## src/rtl/tmr_pkg.sv

```systemverilog
package tmr_pkg;

    localparam int BYTE_W = 8;
    localparam int W13_LO = 5;
    localparam int W13    = BYTE_W + W13_LO;

    typedef logic [BYTE_W-1:0] byte_t;

    typedef enum logic [1:0] {
        MODE_W13     = 2'd0,
        MODE_W16     = 2'd1,
        MODE_RELOAD8 = 2'd2,
        MODE_SPLIT   = 2'd3
    } tmr_mode_e;

    typedef enum logic [1:0] {
        REG_LO   = 2'd0,
        REG_HI   = 2'd1,
        REG_CTRL = 2'd2,
        REG_STAT = 2'd3
    } reg_sel_e;

    typedef struct packed {
        logic      run_hi;
        logic [1:0] scale;
        logic      evt_mode;
        logic      use_pre;
        tmr_mode_e mode;
        logic      run;
    } ctrl_t;

    typedef struct packed {
        logic ovf_hi;
        logic ovf_lo;
    } flags_t;

    function automatic logic all_ones(input byte_t v);
        return &v;
    endfunction

endpackage

```

## src/rtl/tmr_prescale.sv

```systemverilog
module tmr_prescale #(
    parameter int DIV_A = 12,
    parameter int DIV_B = 4,
    parameter int DIV_C = 48
) (
    input  logic       clk,
    input  logic       rst,
    input  logic [1:0] scale,
    input  logic       ext_tick,
    output logic       tick
);
    localparam int CW = (DIV_C > 1) ? $clog2(DIV_C) : 1;

    logic [CW-1:0] cnt_q;
    logic          wrap;

    assign wrap = (int'(cnt_q) == DIV_C - 1);

    always_ff @(posedge clk) begin
        if (rst)       cnt_q <= '0;
        else if (wrap) cnt_q <= '0;
        else           cnt_q <= cnt_q + 1'b1;
    end

    always_comb begin
        unique case (scale)
            2'd0:    tick = ((int'(cnt_q) % DIV_A) == DIV_A - 1);
            2'd1:    tick = ((int'(cnt_q) % DIV_B) == DIV_B - 1);
            2'd2:    tick = wrap;
            default: tick = ext_tick;
        endcase
    end

endmodule

```

## src/rtl/tmr_fall_det.sv

```systemverilog
module tmr_fall_det #(
    parameter int STAGES = 2
) (
    input  logic clk,
    input  logic rst,
    input  logic pin,
    output logic fall
);
    logic [STAGES:0] sh_q;

    always_ff @(posedge clk) begin
        if (rst) sh_q <= '0;
        else     sh_q <= {sh_q[STAGES-1:0], pin};
    end

    assign fall = sh_q[STAGES] & ~sh_q[STAGES-1];

endmodule

```

## src/rtl/tmr_count_core.sv

```systemverilog
module tmr_count_core
    import tmr_pkg::*;
(
    input  logic      clk,
    input  logic      rst,
    input  tmr_mode_e mode,
    input  logic      tick_lo,
    input  logic      tick_hi,
    input  logic      wr_lo,
    input  logic      wr_hi,
    input  byte_t     wr_data,
    output byte_t     tl,
    output byte_t     th,
    output logic      ev_lo,
    output logic      ev_hi
);
    byte_t tl_n, th_n;
    logic [W13-1:0]      s13;
    logic [2*BYTE_W-1:0] s16;
    logic                any_wr;

    assign s13    = {th, tl[W13_LO-1:0]} + 1'b1;
    assign s16    = {th, tl} + 1'b1;
    assign any_wr = wr_lo | wr_hi;

    always_comb begin
        tl_n  = tl;
        th_n  = th;
        ev_lo = 1'b0;
        ev_hi = 1'b0;
        unique case (mode)
            MODE_W13: if (tick_lo && !any_wr) begin
                {th_n, tl_n[W13_LO-1:0]} = s13;
                ev_lo = all_ones(th) && (&tl[W13_LO-1:0]);
            end
            MODE_W16: if (tick_lo && !any_wr) begin
                {th_n, tl_n} = s16;
                ev_lo = all_ones(th) && all_ones(tl);
            end
            MODE_RELOAD8: if (tick_lo && !wr_lo) begin
                if (all_ones(tl)) begin
                    tl_n  = th;
                    ev_lo = 1'b1;
                end else begin
                    tl_n = tl + 1'b1;
                end
            end
            default: begin
                if (tick_lo && !wr_lo) begin
                    tl_n  = tl + 1'b1;
                    ev_lo = all_ones(tl);
                end
                if (tick_hi && !wr_hi) begin
                    th_n  = th + 1'b1;
                    ev_hi = all_ones(th);
                end
            end
        endcase
        if (wr_lo) tl_n = wr_data;
        if (wr_hi) th_n = wr_data;
    end

    always_ff @(posedge clk) begin
        if (rst) begin
            tl <= '0;
            th <= '0;
        end else begin
            tl <= tl_n;
            th <= th_n;
        end
    end

endmodule

```

## src/rtl/evt_timer.sv

```systemverilog
module evt_timer
    import tmr_pkg::*;
#(
    parameter int DIV_A       = 12,
    parameter int DIV_B       = 4,
    parameter int DIV_C       = 48,
    parameter int SYNC_STAGES = 2
) (
    input  logic       clk,
    input  logic       rst,
    input  logic       wr_en,
    input  logic [1:0] addr,
    input  logic [7:0] wr_data,
    output logic [7:0] rd_data,
    input  logic       evt_pin,
    input  logic       ext_tick,
    input  logic       irq_en,
    output logic       irq
);
    ctrl_t     ctrl_q;
    flags_t    flags_q;
    byte_t     tl, th;
    logic      pre_tick, fall, base_tick;
    logic      tick_lo, tick_hi, ev_lo, ev_hi;
    logic      wr_lo, wr_hi, wr_ctrl, wr_stat;
    logic      run_w;
    tmr_mode_e mode_w;

    assign run_w   = ctrl_q.run;
    assign mode_w  = ctrl_q.mode;
    assign wr_lo   = wr_en && (addr == REG_LO);
    assign wr_hi   = wr_en && (addr == REG_HI);
    assign wr_ctrl = wr_en && (addr == REG_CTRL);
    assign wr_stat = wr_en && (addr == REG_STAT);

    tmr_prescale #(.DIV_A(DIV_A), .DIV_B(DIV_B), .DIV_C(DIV_C)) u_pre (
        .clk(clk), .rst(rst), .scale(ctrl_q.scale),
        .ext_tick(ext_tick), .tick(pre_tick)
    );

    tmr_fall_det #(.STAGES(SYNC_STAGES)) u_fall (
        .clk(clk), .rst(rst), .pin(evt_pin), .fall(fall)
    );

    assign base_tick = ctrl_q.use_pre ? pre_tick : 1'b1;
    assign tick_lo   = ctrl_q.run & (ctrl_q.evt_mode ? fall : base_tick);
    assign tick_hi   = (ctrl_q.mode == MODE_SPLIT) & ctrl_q.run_hi & base_tick;

    tmr_count_core u_core (
        .clk(clk), .rst(rst), .mode(ctrl_q.mode),
        .tick_lo(tick_lo), .tick_hi(tick_hi),
        .wr_lo(wr_lo), .wr_hi(wr_hi), .wr_data(wr_data),
        .tl(tl), .th(th), .ev_lo(ev_lo), .ev_hi(ev_hi)
    );

    always_ff @(posedge clk) begin
        if (rst) begin
            ctrl_q  <= '0;
            flags_q <= '0;
        end else begin
            if (wr_ctrl) ctrl_q <= ctrl_t'(wr_data);
            flags_q.ovf_lo <= ev_lo | (flags_q.ovf_lo & ~(wr_stat & ~wr_data[0]));
            flags_q.ovf_hi <= ev_hi | (flags_q.ovf_hi & ~(wr_stat & ~wr_data[1]));
        end
    end

    always_comb begin
        unique case (addr)
            REG_LO:   rd_data = tl;
            REG_HI:   rd_data = th;
            REG_CTRL: rd_data = ctrl_q;
            default:  rd_data = {{(BYTE_W-2){1'b0}}, flags_q};
        endcase
    end

    assign irq = irq_en & (flags_q.ovf_lo | flags_q.ovf_hi);

endmodule

```

## config.mk

```make
export PLATFORM = sky130hd
export DESIGN_NAME = evt_timer
export DESIGN_NICKNAME = d
export VERILOG_FILES = /design/src/rtl/tmr_pkg.sv /design/src/rtl/tmr_prescale.sv /design/src/rtl/tmr_fall_det.sv /design/src/rtl/tmr_count_core.sv /design/src/rtl/evt_timer.sv
export SDC_FILE = /design/constraint.sdc
export NUM_CORES = 1
export LEC_CHECK = 0
export ABC_AREA = 1
export BUFFER_PORTS_ARGS = -buffer_cell sky130_fd_sc_hd__buf_2
export CAP_MARGIN = 30
export CORE_ASPECT_RATIO = 0.9
export CORE_MARGIN = 1
export CORE_UTILIZATION = 44
export CTS_CLUSTER_SIZE = 28
export DETAILED_ROUTE_END_ITERATION = 10
export HOLD_SLACK_MARGIN = 0.08
export SYNTH_ARGS = -nofsm -noshare
export SYNTH_HDL_FRONTEND = slang
export SYNTH_SLANG_ARGS = --single-unit
```

## constraint.sdc

```tcl
create_clock -name clk -period 2.26 [get_ports clk]
set_input_delay 0.452 -clock clk [delete_from_list [all_inputs] [get_ports clk]]
set_output_delay 0.452 -clock clk [all_outputs]
set_load 0.01 [all_outputs]
```

==> results.sh <==
export IMPL_ir_worst_vdd_mv=0.3822
export IMPL_p_int_w=0.001031
export IMPL_yosysUniqueCellTypes=42
export IMPL_rsz0062_at_grt="false"
export IMPL_nFillCells=620
export IMPL_timing_final_max_slew_violations=0
export IMPL_ctsResizeCount=0
export IMPL_critPathKind="reg -> reg"
export IMPL_cp_end_kind="register"
export IMPL_r2r_start="u_core.tl[1]"
export IMPL_drtAntennaViolNets=0
export IMPL_clock_latency_ns=0.29
export IMPL_run_status="finished, final reports clean"
export IMPL_path_buf_inv=0
export IMPL_setup_violations=0
export IMPL_drt_initial_drc_count=286
export IMPL_grt_use_total=0.2636
export IMPL_io_buffers=24
export IMPL_max_freq_mhz=488.1
export IMPL_relSlewSlack=0.5588
export IMPL_grt_pass1_vias=2663
export IMPL_nets=490
export IMPL_drt_pass1_iter_count=6
export IMPL_cts_tree="yes"
export IMPL_postCtsHoldBufs=0
export IMPL_syn_to_final_growth_pct=10.33
export IMPL_hp_start="evt_pin"
export IMPL_drv_cap=0
export IMPL_synthesis_nets=464
export IMPL_layout_common_cells="105 x nand2_1, 58 x inv_1, 54 x nor2_1, 35 x dfxtp_1, 32 x nand3_1"
export IMPL_cts_root_buf="clkbuf_8"
export IMPL_cts_setup_buffers=0
export IMPL_finalSetupTns_ns=0
export IMPL_comb_power_share=0.285
export IMPL_cp_start_kind="register"
export IMPL_drc=0
export IMPL_path_clk_slew_ns=0.07
export IMPL_routedWlPerCell_um=15.73
export IMPL_grt_max_degree=19
export IMPL_crit_chain="ha_1 -> nand2_2 -> nor3_2 -> nand2_1 -> o221ai_1 -> o21ai_0 -> nand2_1 -> nand2_1 -> nor2_1"
export IMPL_antennaDiodeCount=0
export IMPL_h_tree_depth=2
export IMPL_ios=25
export IMPL_cpMaxStageDelayCell="nor3_2"
export IMPL_routed_wirelength_mm=8.369
export IMPL_avgSynthCellArea_um2=6.319
export IMPL_fin_worst_skew_ns=0.007559
export IMPL_numCtsBuffers=5
export IMPL_cp_arrival_ns=2.28
export IMPL_dieArea_um2=6597
export IMPL_synth_area_um2=2761
export IMPL_synth_seq_cells=35
export IMPL_fin_crit_ns=2.049
export IMPL_yosysWarnings=0
export IMPL_die_w_um=85.51
export IMPL_globalRoute_totalOverflow=0
export IMPL_start_util=0.4716
export IMPL_required_ns=2.49
export IMPL_grt_pass1_wl_mm=13.43
export IMPL_whs_ns=0.3624
export IMPL_dp_hpwl_mm=6.608
export IMPL_cpMostUsedCell="nand2_1"
export IMPL_leakage_nw=1.340
export IMPL_synthCells=437
export IMPL_power_switching_w=0.0005640
export IMPL_power_density_nw_per_um2=523.4
export IMPL_die_height_um=77.16
export IMPL_worst_pin_slew_ns=0.6562
export IMPL_vias_per_cell=5.571
export IMPL_p_clk_frac=0.264
export IMPL_crit_start="u_core.tl[1]"
export IMPL_place_gp_congestion=1.001
export IMPL_cp_max_fo=6
export IMPL_period_share=0.9066
export IMPL_cpPeakStageDelay_ns=0.44
export IMPL_num_rows=26
export IMPL_hold_class="in -> reg"
export IMPL_antenna_found_initial=0
export IMPL_vias=2964
export IMPL_crit_family="simple AND/OR/NAND/NOR gates"
export IMPL_max_clock_path_buffers=2
export IMPL_switching_share=0.3537
export IMPL_cts_sinks=35
export IMPL_layout_commonest_cell="nand2_1"
export IMPL_core_region_area_um2=5856
export IMPL_finalHoldViolations=0
export IMPL_yosysSeqAreaShare=0.2537
export IMPL_seqPwrFrac=0.451
export IMPL_drive_gt1_frac=0.1515
==> layer usage <==
layer,track usage,up-vias,wire length [µm]
li1,-,1475,-
met1,0.3668,1341,3821
met2,0.3984,140,3692
met3,0.06136,8,786
met4,0.08667,0,68
met5,0,-,0
==> worst min-delay path, delay by kind of cell <==
kind                   cells  cell delay, ns
AND/OR/NAND/NOR            1            0.06
buffers and inverters      2            0.10
==> worst paths after layout <==
kind	end	slack [ns]	cells after the start
hold / removal	u_fall.sh_q[0]	0.36	3
setup / recovery	u_core.tl[4]	0.21	9
hold reg to reg	u_fall.sh_q[1]	0.40	2
setup reg to reg	u_core.tl[4]	0.21	9
==> sequential cells by signal, indices dropped and copies added (netlist names) <==
| signal | count |
|---|---|
| run_w | 1 |
| mode_w | 2 |
| u_core.th | 8 |
| flags_q | 2 |
| u_fall.sh_q | 3 |
| ctrl_q | 5 |
| u_core.tl | 8 |
| u_pre.cnt_q | 6 |
==> cells by family (layout without fill, tap and decap cells) <==
family | Yosys count | after routing | synth area share
AND/OR/NAND/NOR | 224 | 224 | 0.3851
buffers and inverters | 77 | 102 | 0.1106
flip-flops | 35 | 35 | 0.2537
adder cells (fa/ha/maj) | 11 | 11 | 0.04984
AO/OA/AOI/OAI | 85 | 85 | 0.1844
multiplexers | 1 | 1 | 0.003625
XOR/XNOR | 4 | 4 | 0.01269
==> power groups by stage <==
stage                     registers, W  clock network [W]  logic, W
after floorplan               0.000711                  0  0.000317
after global placement        0.000735                  0  0.000445
after detailed placement      0.000732                  0  0.000441
after CTS                     0.000718           0.000425  0.000444
after global routing          0.000726           0.000452  0.000503
final                         0.000720           0.000421  0.000454
==> layout make-up <==
class,count,area (µm²),share of cell area
multi-input cells,325,1762,0.5782
flip-flops and latches,35,700.7,0.2300
inverters,65,251.5,0.08255
clock buffers,6,72.57,0.02382
repair buffers,31,172.7,0.05667
well taps,70,87.58,0.02875
==> cell usage after synthesis, drive strengths merged <==
cell       n  area [µm²]
xor2       3       26.28
ha        11       137.6
inv       65       251.5
o21ai     36       180.2
a41oi      1       8.760
dfxtp     35       700.7
o22ai      4       25.02
xnor2      1       8.760
nor2      62       300.3
o21bai     1       7.510
nand2    114       470.5
o31ai      1       7.510
nand3     35       197.7
nor4       1       6.260
a21boi     1       7.510
nand4      4       25.02
and2       1       6.260
o21a       1       7.510
nor3b      1       7.510
o2111ai    3       26.28
buf        4       22.52
clkbuf     8       31.28
o211ai     8       60.06
nor3       6       50.05
o311ai     1       8.760
mux2i      1       10.01
a21oi     21       108.9
o221ai     7       61.31
==> through the flow <==
stage	setup slack [ns]	area [µm²]	total power (W)	utilization	instances
after global placement	0.1286	2968	0.001179	0.5068	526
after floorplan	0.3316	2761	0.001027	-	437
after global routing	0.05320	3047	0.001681	0.5203	532
after detailed placement	0.1303	2968	0.001174	0.5068	526
after CTS	0.1251	3040	0.001587	0.5192	532
final	0.2111	3047	0.001595	0.5203	532
Note: power is estimated with default switching activity, not from simulation.
